$ cat src/rtl/pzdrv_pkg.sv
package pzdrv_pkg;

    localparam int NUM_LEGS = 4;

    // Even legs follow their phase level, odd legs are the complement.
    // Legs 0/1 belong to phase A, legs 2/3 to phase B.
    function automatic logic leg_target(input logic lvl_a, input logic lvl_b, input logic [1:0] idx);
        logic lvl;
        lvl = idx[1] ? lvl_b : lvl_a;
        return lvl ^ idx[0];
    endfunction

endpackage

$ cat src/rtl/pzdrv_timebase.sv
module pzdrv_timebase #(
    parameter int CNT_W   = 12,
    parameter int PULSE_W = 16,
    parameter int DT_W    = 3
) (
    input  logic               clk,
    input  logic               rst_n,
    input  logic               standby_i,
    input  logic               start_i,
    input  logic [CNT_W-1:0]   period_i,
    input  logic [CNT_W-1:0]   duty_i,
    input  logic [CNT_W-1:0]   offset_i,
    input  logic               reverse_i,
    input  logic [DT_W-1:0]    deadtime_i,
    input  logic [PULSE_W-1:0] pulses_i,
    output logic               run_o,
    output logic               done_o,
    output logic               lvl_a_o,
    output logic               lvl_b_o,
    output logic [DT_W-1:0]    dt_o
);

    localparam logic [CNT_W-1:0]   MIN_PER = CNT_W'(2);
    localparam logic [PULSE_W-1:0] LAST    = PULSE_W'(1);

    typedef struct packed {
        logic               run;
        logic               done;
        logic [CNT_W-1:0]   cnt;
        logic [CNT_W-1:0]   per;
        logic [CNT_W-1:0]   duty;
        logic [CNT_W-1:0]   off;
        logic               rev;
        logic [DT_W-1:0]    dt;
        logic [PULSE_W-1:0] rem;
    } tbase_t;

    tbase_t st_d, st_q;

    logic [CNT_W-1:0] per_in, off_in;
    logic [CNT_W:0]   cnt_x, off_x, per_x, sum_x, pos_b;
    logic             wrap;

    // Sanitised shadow values from the register inputs
    always_comb begin
        per_in = (period_i < MIN_PER) ? MIN_PER : period_i;
        off_in = (offset_i >= per_in) ? '0 : offset_i;
    end

    // Phase B position within the period
    always_comb begin
        cnt_x = {1'b0, st_q.cnt};
        off_x = {1'b0, st_q.off};
        per_x = {1'b0, st_q.per};
        sum_x = cnt_x + off_x;
        if (st_q.rev) begin
            pos_b = (sum_x >= per_x) ? (sum_x - per_x) : sum_x;
        end else begin
            pos_b = (cnt_x >= off_x) ? (cnt_x - off_x) : (cnt_x + per_x - off_x);
        end
    end

    always_comb begin
        st_d      = st_q;
        st_d.done = 1'b0;
        wrap      = (st_q.cnt == st_q.per - CNT_W'(1));
        if (!st_q.run) begin
            if (start_i && !standby_i && (pulses_i != '0)) begin
                st_d.run  = 1'b1;
                st_d.cnt  = '0;
                st_d.rem  = pulses_i;
                st_d.per  = per_in;
                st_d.duty = duty_i;
                st_d.off  = off_in;
                st_d.rev  = reverse_i;
                st_d.dt   = deadtime_i;
            end
        end else if (standby_i) begin
            st_d.run = 1'b0;
        end else if (wrap) begin
            if (st_q.rem == LAST) begin
                st_d.run  = 1'b0;
                st_d.done = 1'b1;
            end else begin
                st_d.rem  = st_q.rem - LAST;
                st_d.cnt  = '0;
                st_d.per  = per_in;
                st_d.duty = duty_i;
                st_d.off  = off_in;
                st_d.rev  = reverse_i;
                st_d.dt   = deadtime_i;
            end
        end else begin
            st_d.cnt = st_q.cnt + CNT_W'(1);
        end
    end

    always_ff @(posedge clk or negedge rst_n) begin
        if (!rst_n) begin
            st_q     <= '0;
            st_q.per <= MIN_PER;
        end else begin
            st_q <= st_d;
        end
    end

    assign run_o   = st_q.run;
    assign done_o  = st_q.done;
    assign lvl_a_o = (st_q.cnt < st_q.duty);
    assign lvl_b_o = (pos_b < {1'b0, st_q.duty});
    assign dt_o    = st_q.dt;

    AST_CNT_BOUND: assert property (@(posedge clk) disable iff (!rst_n)
        st_q.run |-> (st_q.cnt < st_q.per));
    AST_REM_LIVE: assert property (@(posedge clk) disable iff (!rst_n)
        st_q.run |-> (st_q.rem != '0));
    AST_DONE_SINGLE: assert property (@(posedge clk) disable iff (!rst_n)
        st_q.done |=> !st_q.done);
    AST_STBY_ABORT: assert property (@(posedge clk) disable iff (!rst_n)
        standby_i |=> (!st_q.run && !st_q.done));

endmodule

$ cat src/rtl/pzdrv_leg.sv
module pzdrv_leg #(
    parameter int DT_W = 3
) (
    input  logic            clk,
    input  logic            rst_n,
    input  logic            en_i,
    input  logic            want_i,
    input  logic [DT_W-1:0] dt_i,
    output logic            hs_o,
    output logic            ls_o
);

    typedef struct packed {
        logic            armed;
        logic            side;
        logic            hs;
        logic            ls;
        logic [DT_W-1:0] tmr;
    } leg_t;

    leg_t lg_d, lg_q;

    always_comb begin
        lg_d    = lg_q;
        lg_d.hs = 1'b0;
        lg_d.ls = 1'b0;
        if (!en_i) begin
            lg_d.armed = 1'b0;
            lg_d.tmr   = '0;
            lg_d.side  = want_i;
        end else if (!lg_q.armed || (want_i != lg_q.side)) begin
            lg_d.armed = 1'b1;
            lg_d.side  = want_i;
            lg_d.tmr   = dt_i;
        end else if (lg_q.tmr != '0) begin
            lg_d.tmr = lg_q.tmr - DT_W'(1);
        end else begin
            lg_d.hs = want_i;
            lg_d.ls = !want_i;
        end
    end

    always_ff @(posedge clk or negedge rst_n) begin
        if (!rst_n) begin
            lg_q <= '0;
        end else begin
            lg_q <= lg_d;
        end
    end

    assign hs_o = lg_q.hs;
    assign ls_o = lg_q.ls;

    AST_NO_SHOOT: assert property (@(posedge clk) disable iff (!rst_n)
        !(lg_q.hs && lg_q.ls));
    AST_HS_GAP: assert property (@(posedge clk) disable iff (!rst_n)
        $rose(lg_q.hs) |-> $past(!lg_q.ls));
    AST_LS_GAP: assert property (@(posedge clk) disable iff (!rst_n)
        $rose(lg_q.ls) |-> $past(!lg_q.hs));
    AST_DIS_OFF: assert property (@(posedge clk) disable iff (!rst_n)
        !en_i |=> (!lg_q.hs && !lg_q.ls));

endmodule

$ cat src/rtl/pzdrv_seq.sv
module pzdrv_seq
    import pzdrv_pkg::*;
#(
    parameter int CNT_W   = 12,
    parameter int PULSE_W = 16,
    parameter int DT_W    = 3
) (
    input  logic               clk,
    input  logic               rst_n,
    input  logic               standby_i,
    input  logic               start_i,
    input  logic [CNT_W-1:0]   period_i,
    input  logic [CNT_W-1:0]   duty_i,
    input  logic [CNT_W-1:0]   offset_i,
    input  logic               reverse_i,
    input  logic [DT_W-1:0]    deadtime_i,
    input  logic [PULSE_W-1:0] pulses_i,
    output logic [3:0]         hs_o,
    output logic [3:0]         ls_o,
    output logic               busy_o,
    output logic               done_o
);

    logic                run_w, done_w, lvl_a, lvl_b, leg_en;
    logic [DT_W-1:0]     dt_w;
    logic [NUM_LEGS-1:0] hs_w, ls_w;

    pzdrv_timebase #(
        .CNT_W  (CNT_W),
        .PULSE_W(PULSE_W),
        .DT_W   (DT_W)
    ) u_tbase (
        .clk       (clk),
        .rst_n     (rst_n),
        .standby_i (standby_i),
        .start_i   (start_i),
        .period_i  (period_i),
        .duty_i    (duty_i),
        .offset_i  (offset_i),
        .reverse_i (reverse_i),
        .deadtime_i(deadtime_i),
        .pulses_i  (pulses_i),
        .run_o     (run_w),
        .done_o    (done_w),
        .lvl_a_o   (lvl_a),
        .lvl_b_o   (lvl_b),
        .dt_o      (dt_w)
    );

    assign leg_en = run_w && !standby_i;

    for (genvar g = 0; g < NUM_LEGS; g++) begin : g_leg
        pzdrv_leg #(.DT_W(DT_W)) u_leg (
            .clk   (clk),
            .rst_n (rst_n),
            .en_i  (leg_en),
            .want_i(leg_target(lvl_a, lvl_b, 2'(g))),
            .dt_i  (dt_w),
            .hs_o  (hs_w[g]),
            .ls_o  (ls_w[g])
        );
    end

    assign hs_o   = hs_w & {NUM_LEGS{!standby_i}};
    assign ls_o   = ls_w & {NUM_LEGS{!standby_i}};
    assign busy_o = run_w;
    assign done_o = done_w;

    AST_IDLE_LOW: assert property (@(posedge clk) disable iff (!rst_n)
        (!busy_o && $past(!busy_o)) |-> (hs_o == '0 && ls_o == '0));
    AST_DONE_AFTER_RUN: assert property (@(posedge clk) disable iff (!rst_n)
        done_o |-> (!busy_o && $past(busy_o)));

endmodule

$ cat config.mk
export PLATFORM = sky130hd
export DESIGN_NAME = pzdrv_seq
export DESIGN_NICKNAME = d
export VERILOG_FILES = /design/src/rtl/pzdrv_pkg.sv /design/src/rtl/pzdrv_timebase.sv /design/src/rtl/pzdrv_leg.sv /design/src/rtl/pzdrv_seq.sv
export SDC_FILE = /design/constraint.sdc
export NUM_CORES = 1
export LEC_CHECK = 0
export BUFFER_PORTS_ARGS = -buffer_cell sky130_fd_sc_hd__buf_4
export CAP_MARGIN = 5
export CORE_MARGIN = 3
export CORE_UTILIZATION = 55
export DETAILED_ROUTE_END_ITERATION = 8
export PLACE_DENSITY = 0.73
export SYNTH_ARGS = -nofsm -noshare
export SYNTH_HDL_FRONTEND = slang
export SYNTH_SLANG_ARGS = --single-unit
$ cat constraint.sdc
create_clock -name clk -period 11.85 [get_ports clk]
set_clock_uncertainty 0.1 [all_clocks]
set_input_delay 1.7775 -clock clk [delete_from_list [all_inputs] [get_ports clk]]
set_output_delay 1.7775 -clock clk [all_outputs]
set_load 0.03 [all_outputs]
==> metrics, run 1 <==
cells after synthesis 1041; minimum clock period 6.951 ns; Hold Crit Class register to register; R2R depth 31; Area Overhead vs Synth 11.81%; reg2reg setup slack between 4 and 5 ns; HPWL after DPL 17700 µm; Crit. End Element register; Worst R2R Start u_tbase.cnt_x[1]$_DFFE_PN0P_; WS Path Type register to register; share of cells above drive strength 1 0.09772; RSZ-0062 raised after global routing no; number of global-route vias before repair 7343; synthesized cell area roughly 8600 µm²; top post-synthesis cells by area dfrtp_1 (28%), ha_1 (14%), inv_1 (5.6%); FF+latch count, synth 98; routed via count 7486; GRT overflow 0; largest net degree at the start of global routing 51; Setup Fix Bufs, Post-CTS 0; number of enable flip-flop cells after synthesis 0; diode count 0; RR Endpoint g_leg[2].u_leg.lg_q[0]$_DFFE_PN0P_; initial antenna violation count 0; CP top delay family compound AO/OA/AOI/OAI gates; predominant post-synthesis flop cell dfrtp_1; Core Region 15260 µm²; WL/cell roughly 17 µm; required time of the critical path around 12 ns; Synth Warn # 0; initial drt markers ~530; arrival time at the worst endpoint ~7.1 ns; first-pass GRT wire length 36890 µm; sum of buffers and inverters on the critical path 2; max_cap viols 0; fin nets approximately 1300; CTS buffer count 9; Yosys cell types between 60 and 70; CTS tree done; Mapped Avg Cell Area a little over 8 µm²; io pins 70; chip height 130.9 µm; number of cells on the critical path 31; Cell Rows 45; routability cong. around 0.95; Reg clk slew, reported paths approximately 0.070 ns; vias per std cell 5.732; Routed WL between 20000 and 25000 µm; Post-CTS Hold Fix Bufs 0; Worst-Margin Slew 1.152 ns; Async SR Flop Fraction 1.000; Hold Path Cell Cnt 1; Synth top area share 0.2828; worst setup path end g_leg[2].u_leg.lg_q[0]$_DFFE_PN0P_; Remaining DRCs 0; Critical Path Start Type register; Tcrit/Tclk final 0.5866; Relative slew margins 0.2320; Clock Latency Late Sink between 0.3 and 0.4 ns; commonest cells in the netlist inv_1 (128), nand2_1 (105), dfrtp_1 (97); Max Slew Vio Count 0; CTS root buffer clkbuf_16; Max FO, Critical Path 17; FMAX between 100 and 150 MHz; status finished, final reports clean; post-route setup TNS 0 ns; post-layout util 0.6290; H-tree depth 3; number of port buffers 69; Final ANT Viol Nets 0; Crit. Startpoint u_tbase.cnt_x[1]$_DFFE_PN0P_; drt pass-1 iters 5; Syn Nets 1210; Seq/Total Area, Yosys 0.2858; final hold viol count 0; DIE WIDTH around 130 µm; Final setup violation count 0; Gates resized, CTS repair 0; top-count cell post-synth inv_1; Clock Sinks just under 100; CP max-delay cell or4b_4; die area about 17000 µm²; GRT Total Usage 0.2767; Starting Density 0.5626; Largest stage delay, worst path approximately 0.54 ns; Longest Clk Path Bufs 2; area leader, netlist dfrtp_1
==> metrics by stage <==
step	setup slack [ns]	instance area (µm²)	hold slack, ns	cells
2_1_floorplan	5.827	8584	0.3301	1041
3_3_place_gp	5.160	9280	0.3414	1290
3_5_place_dp	4.964	9280	0.3450	1290
4_1_cts	4.941	9598	0.3552	1306
5_1_grt	4.395	9598	0.3862	1306
6_report	4.899	9598	0.3547	1306
==> registers in the layout (all words and copies together), names as in the netlist <==
name              cells
u_tbase.off_x        12
g_leg.u_leg.lg_q     20
u_tbase.done_o        1
u_tbase.dt_o          3
u_tbase.st_q         29
u_tbase.per_x        12
g_leg.u_leg.hs_o      4
u_tbase.run_o         1
u_tbase.cnt_x        12
g_leg.u_leg.ls_o      4
==> worst reg2reg max path, delay by kind of cell (launching register included) <==
family	cells	cell delay [ns]
compound gates	13	2.26
simple gates	9	1.56
fa+ha+maj	3	1.11
mux	3	0.83
flops	1	0.53
buf+inv	2	0.31
xor+xnor	1	0.20
==> kinds of logic (layout without fill, tap and decap cells) <==
group                      count (synthesis)  after routing  synth area share
AOI/OAI and AO/OA                        277            277            0.2046
xor gates and xnor gates                  65             65           0.06632
adders and majority gates                109            109            0.1720
buffers and inverters                    167            221           0.07375
DFF                                       98             98            0.2858
muxes                                     20             20           0.02332
and+or+nand+nor                          305            305            0.1742
==> layout by cell type, fill, tap and decap left out, types with 4 or more instances in the layout <==
cell / n
nor3_1: 21
o21ai_0: 92
o21bai_1: 10
nand3_1: 22
xor2_1: 11
xnor2_1: 54
nand2_1: 105
inv_1: 128
nand4_1: 16
ha_1: 94
buf_4: 75
a22oi_1: 8
mux2i_1: 20
o211ai_1: 4
dfrtp_1: 97
nor2_1: 63
o31ai_1: 16
a21oi_1: 57
and3_1: 5
a31oi_1: 8
clkbuf_16: 9
a21o_1: 25
nor2b_1: 19
a211oi_1: 12
fa_1: 15
a32oi_1: 5
o21a_1: 6
and2_1: 4
nor4_1: 15
nand2b_1: 16
==> cell type report <==
cell class	instances	area, µm²
Inverter	130	489.2
Tap cell	211	264.0
Fill cell	1312	5660
Clock buffer	9	225.2
Clock inverter	7	92.59
Timing Repair Buffer	75	563.0
Multi-Input combinational cell	776	5510
Sequential cell	98	2454
==> worst min path at each step <==
| stage | from | slack [ns] | endpoint |
|---|---|---|---|
| 2_1_floorplan | g_leg[1].u_leg.lg_q[5]$_DFFE_PN0P_ | 0.33 | g_leg[1].u_leg.ls_o$_DFF_PN0_ |
| 3_3_place_gp | g_leg[1].u_leg.lg_q[5]$_DFFE_PN0P_ | 0.34 | g_leg[1].u_leg.ls_o$_DFF_PN0_ |
| 3_5_place_dp | g_leg[1].u_leg.lg_q[5]$_DFFE_PN0P_ | 0.35 | g_leg[1].u_leg.ls_o$_DFF_PN0_ |
| 4_1_cts | g_leg[1].u_leg.lg_q[5]$_DFFE_PN0P_ | 0.36 | g_leg[1].u_leg.ls_o$_DFF_PN0_ |
| 5_1_grt | g_leg[1].u_leg.lg_q[5]$_DFFE_PN0P_ | 0.39 | g_leg[1].u_leg.ls_o$_DFF_PN0_ |
| 6_report | g_leg[1].u_leg.lg_q[5]$_DFFE_PN0P_ | 0.35 | g_leg[1].u_leg.ls_o$_DFF_PN0_ |
==> per-layer routing <==
layer	track usage	wire length (µm)	vias up
met4	0.1010	659	0
li1	-	-	3721
met1	0.3780	10330	3559
met5	0	0	-
met3	0.03374	925	37
met2	0.4536	10580	169
Power of run 1 is not shown: default switching activity piles up to over one toggle a cycle in this logic, so the estimate is an artifact.
==> run 2, diff against run 1 <==
Settings changed: ABC_AREA set to 1.
Clock period 11.85 ns to 6.96 ns, I/O delays scaled along.
==> run 2 against run 1 <==
- sequential share of layout area down 0.58 points
- maximum frequency up 18%
- final cell count up 14%
- critical endpoint is now g_leg[3].u_leg.lg_q[2]$_DFFE_PN0P_
- largest cell class unchanged
- highest routed layer unchanged
==> metrics, run 2 <==
Seq/Total Area, Yosys 0.2767 (-0.009115); Starting Density 0.5727 (+0.01008); Gates resized, CTS repair 0 (unchanged); CTS buffer count 9 (unchanged); WS Path Type register to register; Regs by FF count u_tbase.st_q (29), g_leg.u_leg.lg_q (20); vias per std cell 5.468 (-4.6%); status finished, final reports clean; max_cap viols 0 (unchanged); Worst-Margin Slew 1.057 ns (-0.09513 ns); CTS tree done; hold_sp g_leg[2].u_leg.lg_q[1]$_DFFE_PN0P_; H-tree depth 3 (unchanged); Crit. End Element register; Critical Path Start Type register; Reg clk slew, reported paths 0.07 ns (about the same); number of flip-flops in the largest register 29 (unchanged); Final ANT Viol Nets 0 (unchanged); top-count cell post-synth nand2_1; Yosys cell types 50 (-24%); Clock Sinks 98 (unchanged); first-pass GRT wire length 38580 µm (+4.6%); Max FO, Critical Path 14 (-3); minimum clock period 5.889 ns (-1.063 ns); commonest non-fill, non-tap cells in the layout nand2_1 (247), inv_1 (218), dfrtp_1 (97), ha_1 (94), nor2_1 (89); Area Overhead vs Synth 10.77%; Setup Fix Bufs, Post-CTS 0 (unchanged); synthesized cell area 8867 µm² (+3.3%); Tcrit/Tclk final 0.8461 (+0.2595); Final setup violation count 0 (unchanged); share of cells above drive strength 1 0.09438 (-0.003333); DIE WIDTH 133.0 µm (+1.6%); cells after synthesis 1225 (+18%); Mapped Avg Cell Area 7.239 µm² (-12%); post-route setup TNS 0 ns (unchanged); GRT overflow 0 (unchanged); predominant post-synthesis flop cell dfrtp_1; Crit. Startpoint u_tbase.cnt_x[2]$_DFFE_PN0P_; Synth Warn # 0 (unchanged); required time of the critical path 7.11 ns (-4.92 ns); Post-CTS Hold Fix Bufs 0 (unchanged); GRT Total Usage 0.2711 (-0.005631); Async SR Flop Fraction 1.000 (unchanged); power per cell area between 300 and 400 nW/µm²; Worst R2R Start u_tbase.cnt_x[2]$_DFFE_PN0P_; initial antenna violation count 0 (unchanged); Static Leak about 5.2 nW; Relative slew margins 0.2938 (+0.06175); WL/cell 15.87 µm (-7.9%); Longest Clk Path Bufs 2 (unchanged); Clock Latency Late Sink 0.36 ns (about the same); Power Total approximately 3.4 mW; Cell Rows 45 (unchanged); area leader, netlist dfrtp_1; arrival time at the worst endpoint 6.04 ns (-1.09 ns); drt pass-1 iters 5 (unchanged); commonest cells in the netlist nand2_1 (247), inv_1 (218), dfrtp_1 (97); largest net degree at the start of global routing 73 (+43%); number of port buffers 69 (unchanged); diode count 0 (unchanged); routability cong. 0.9747 (+2.3%); chip height 133.0 µm (+1.6%); FMAX 169.8 MHz (+18%); RSZ-0062 raised after global routing no; initial drt markers 523 (-0.95%); commonest non-fill, non-tap cell in the layout nand2_1; Core Region 15480 µm² (+1.5%); HPWL after DPL 18800 µm (+6.2%); CP max-delay cell dfrtp_1; Hold Crit Class register to register; Largest stage delay, worst path 0.48 ns (-0.06 ns); CTS root buffer clkbuf_16; top post-synthesis cells by area dfrtp_1 (27%), ha_1 (13%), nand2_1 (10%); number of enable flip-flop cells after synthesis 0 (unchanged); peak supply drop about 0.15 mV; Max Slew Vio Count 0 (unchanged); final hold viol count 0 (unchanged); cell mode on critical path nand2_1; Routed WL 23690 µm (+5.3%); Synth top area share 0.2737 (-0.009017); Remaining DRCs 0 (unchanged); die area 17680 µm² (+3.1%); fin nets 1447 (+15%); Top reg by flops u_tbase.st_q; number of global-route vias before repair 7653 (+4.2%); routed via count 8164 (+9.1%); Syn Nets 1394 (+15%); FF+latch count, synth 98 (unchanged); io pins 70 (unchanged)
[run 2: area by class of cell]
class	instances	area, µm²
clock buffers	11	252.7
clock inverters	4	73.82
fillers	1450	5662
inverters	223	837.1
multi-input cells	873	5393
flip-flops and latches	98	2454
well taps	211	264.0
repair buffers	73	548.0
[run 2: critical path, delay by kind of cell (launching register included)]
family                     cells  cell delay, ns
AOI/OAI and AO/OA             12            1.91
adders and majority gates      3            1.12
buffers and inverters          3            0.41
DFF                            1            0.48
and+or+nand+nor               20            1.77
[run 2: cells by family (layout without fill, tap and decap cells)]
family / after synthesis / count (layout) / synth area share
and+or+nand+nor: 466 / 466 / 0.2347
buffers and inverters: 254 / 311 / 0.1157
AOI/OAI and AO/OA: 238 / 238 / 0.1472
adders and majority gates: 109 / 109 / 0.1665
DFF: 98 / 98 / 0.2767
xor gates and xnor gates: 60 / 60 / 0.05926
[run 2: final timing paths]
path	to	slack (ns)	cells after the start
max in group asynchronous	g_leg[0].u_leg.hs_o$_DFF_PN0_	5.02	2
hold reg to reg	g_leg[2].u_leg.lg_q[1]$_DFFE_PN0P_	0.39	2
hold / removal	g_leg[2].u_leg.lg_q[1]$_DFFE_PN0P_	0.39	2
setup reg to reg	g_leg[3].u_leg.lg_q[2]$_DFFE_PN0P_	1.07	38
min in group asynchronous	u_tbase.off_x[0]$_DFFE_PN0P_	0.50	1
setup / recovery	g_leg[3].u_leg.lg_q[2]$_DFFE_PN0P_	1.07	38
[run 2: power breakdown]
part           internal (mW)  total, mW  switching (mW)
sequential             0.670      0.775           0.106
combinational          0.758       2.05            1.29
clock                  0.333      0.557           0.223
total                   1.76       3.38            1.62
[run 2: routing by layer]
layer | part of all wire | vias up | track usage
met5 | 0 | - | 0
met1 | 0.47 | 3759 | 0.3917
met4 | 0.022 | 0 | 0.08661
met3 | 0.063 | 37 | 0.03650
met2 | 0.45 | 290 | 0.4216
li1 | - | 4078 | -
[run 2: through the flow]
step	area, µm²	utilization	setup slack (ns)	hold WS (ns)	std cells
3_5_place_dp	9495	0.6133	1.195	0.3736	1478
2_1_floorplan	8867	-	1.957	0.3426	1225
6_report	9822	0.6343	1.071	0.3940	1493
5_1_grt	9822	0.6343	0.3985	0.4135	1493
4_1_cts	9822	0.6343	1.165	0.3903	1493
3_3_place_gp	9495	0.6133	1.380	0.3657	1478
Note: power is estimated with default switching activity, not from simulation.
==> run 3, diff against run 2 <==
Settings changed: PLACE_DENSITY 0.73 to 0.76.
Clock period 6.96 ns to 5.4 ns, I/O delays scaled along.
==> run 3 against run 2 <==
- worst setup slack got worse by 0.83 ns
- core utilization increased by 2.2 points
- maximum frequency increased by 14%
- cell area increased by 3.5%
- global-route usage decreased by 0.16 points
- highest routed layer unchanged
==> metrics, run 3 (synthesis results as in run 2) <==
status finished, final reports clean; DP Worst Slack -0.01185 ns (-1.206 ns); P_sw 2.173 mW (+34%); Remaining DRCs 0 (unchanged); post-placement cell count 1492 (+0.95%); Clock Latency Late Sink 0.36 ns (about the same); GRT overflow 0 (unchanged); power per cell area 444.7 nW/µm² (+29%); routability cong. 0.9452 (-3.0%); io pins 70 (unchanged); Logic pwr share 0.621 (+0.015); Final Cell Area 10170 µm² (+3.5%); CTS buffer count 9 (unchanged); initial drt markers 620 (+19%); Top reg by flops u_tbase.st_q; Relative slew margins 0.5513 (+0.2575); Critical Path Start Type register; required time of the critical path 5.55 ns (-1.56 ns); R2R depth 32 (-16%); chip height 133.0 µm (unchanged); Starting Density 0.5727 (unchanged); WL/cell 16.18 µm (+1.9%); share of cells above drive strength 1 0.1276 (+0.03319); largest net degree at the start of global routing 75 (+2.7%); reg2reg setup slack 0.24 ns (-0.83 ns); setup slack after layout 0.2403 ns (-0.8310 ns); drt pass-1 iters 6 (+1); sw frac 0.4805 (+0.001760); fin nets 1473 (+1.8%); HPWL after DPL 19150 µm (+1.9%); number of global-route vias before repair 7773 (+1.6%); Crit. Startpoint u_tbase.off_x[0]$_DFFE_PN0P_; Max Slew Vio Count 0 (unchanged); Final setup violation count 0 (unchanged); Tcrit/Tclk final 0.9555 (+0.1094); vias per std cell 5.520 (+0.95%); WHS 0.3791 ns (-0.01493 ns); initial antenna violation count 0 (unchanged); Area Overhead vs Synth 14.66%; FMAX 193.8 MHz (+14%); Cell Rows 45 (unchanged); number of port buffers 69 (unchanged); DIE WIDTH 133.0 µm (unchanged); Core Region 15480 µm² (unchanged); number of flip-flops in the largest register 29 (unchanged); first-pass GRT wire length 38530 µm (-0.14%); diode count 0 (unchanged); minimum clock period 5.160 ns (-0.7290 ns); Final ANT Viol Nets 0 (unchanged); arrival time at the worst endpoint 5.31 ns (-0.73 ns); CP max-delay cell dfrtp_1; worst setup path end g_leg[3].u_leg.lg_q[1]$_DFFE_PN0P_; Longest Clk Path Bufs 2 (unchanged); final hold viol count 0 (unchanged); CTS root buffer clkbuf_16; Crit. End Element register; Worst R2R Start u_tbase.off_x[0]$_DFFE_PN0P_; Static Leak 5.356 nW (+2.5%); cell mode on critical path nand2_1; Hold Crit Class primary input to asynchronous set/reset pin; commonest non-fill, non-tap cell in the layout nand2_1; Pint 2.349 mW (+33%); WS Path Type register to register; CTS tree done; die area 17680 µm² (unchanged); Clock Power Share 0.158 (-0.007); Seq pwr share 0.221 (-0.008); post-layout util 0.6566 (+0.02230); Reg clk slew, reported paths 0.08 ns (about the same); Max FO, Critical Path 9 (-5); routed via count 8391 (+2.8%); commonest non-fill, non-tap cells in the layout nand2_1 (246), inv_1 (215), buf_4 (97), dfrtp_1 (96), ha_1 (88); post-place instance area 9613 µm² (+1.2%); Largest stage delay, worst path 0.45 ns (-0.03 ns); peak supply drop 0.1913 mV (+31%); Routed WL 24590 µm (+3.8%); GRT Total Usage 0.2695 (-0.001564); H-tree depth 3 (unchanged); max_cap viols 0 (unchanged); Clock Sinks 98 (unchanged); Regs by FF count u_tbase.st_q (29), g_leg.u_leg.lg_q (20); Non-Filler Instances 1520 (+1.8%); Worst-Margin Slew 0.6731 ns (-0.3837 ns); RR Endpoint g_leg[3].u_leg.lg_q[1]$_DFFE_PN0P_
-- run 3: metal layers --
layer / up-vias / share of wire / global-route usage
li1: 4121 / - / -
met1: 3916 / 0.46 / 0.3916
met2: 316 / 0.45 / 0.4187
met3: 38 / 0.065 / 0.03536
met4: 0 / 0.021 / 0.08430
met5: - / 0 / 0
-- run 3: cell type report --
| class | count | area (µm²) |
|---|---|---|
| multi-input cells | 873 | 5522 |
| flip-flops and latches | 98 | 2455 |
| clock inverters | 6 | 98.84 |
| clock buffers | 10 | 229.0 |
| repair buffers | 99 | 759.5 |
| inverters | 223 | 839.6 |
| fillers | 1401 | 5316 |
| well taps | 211 | 264.0 |
-- run 3: critical path, delay by kind of cell, from the launching register on --
family	cells	cell delay, ns
AND/OR/NAND/NOR	15	1.53
adder cells (fa/ha/maj)	4	1.27
AO/OA/AOI/OAI	9	1.23
flip-flops	1	0.45
XOR/XNOR	1	0.26
buffers and inverters	3	0.20
-- run 3: how the worst min path moves through the flow --
stage / startpoint / to / slack, ns / depth (start not counted)
2_1_floorplan: u_tbase.st_q[11]$_DFFE_PN0P_ / u_tbase.st_q[11]$_DFFE_PN0P_ / 0.34 / 2
3_3_place_gp: u_tbase.st_q[11]$_DFFE_PN0P_ / u_tbase.st_q[11]$_DFFE_PN0P_ / 0.37 / 2
3_5_place_dp: u_tbase.st_q[11]$_DFFE_PN0P_ / u_tbase.st_q[11]$_DFFE_PN0P_ / 0.37 / 2
4_1_cts: u_tbase.st_q[11]$_DFFE_PN0P_ / u_tbase.st_q[11]$_DFFE_PN0P_ / 0.38 / 2
5_1_grt: rst_n / g_leg[1].u_leg.lg_q[1]$_DFFE_PN0P_ / 0.43 / 1
6_report: rst_n / g_leg[1].u_leg.lg_q[1]$_DFFE_PN0P_ / 0.38 / 1
-- run 3: metrics by stage --
step,total power [mW],TNS (ns)
after global routing,4.912,-0.5944
final,4.522,0
after CTS,4.372,0
after detailed placement,3.636,-0.02943
after global placement,3.595,0
after floorplan,2.965,0
-- run 3: power by group through the flow --
stage | combinational (mW) | clock, mW | sequential (mW)
4_1_cts | 2.66 | 0.721 | 0.996
3_3_place_gp | 2.59 | 0 | 1.00
6_report | 2.81 | 0.714 | 1.00
3_5_place_dp | 2.63 | 0 | 1.01
5_1_grt | 3.14 | 0.754 | 1.02
2_1_floorplan | 2.00 | 0 | 0.966
-- run 3: what timing repair did --
item,in CTS,in global routing
gates resized for setup,1,26
hold buffers,0,0
endpoints found under the setup margin,6,12
setup buffers,0,12
pin swaps,0,6
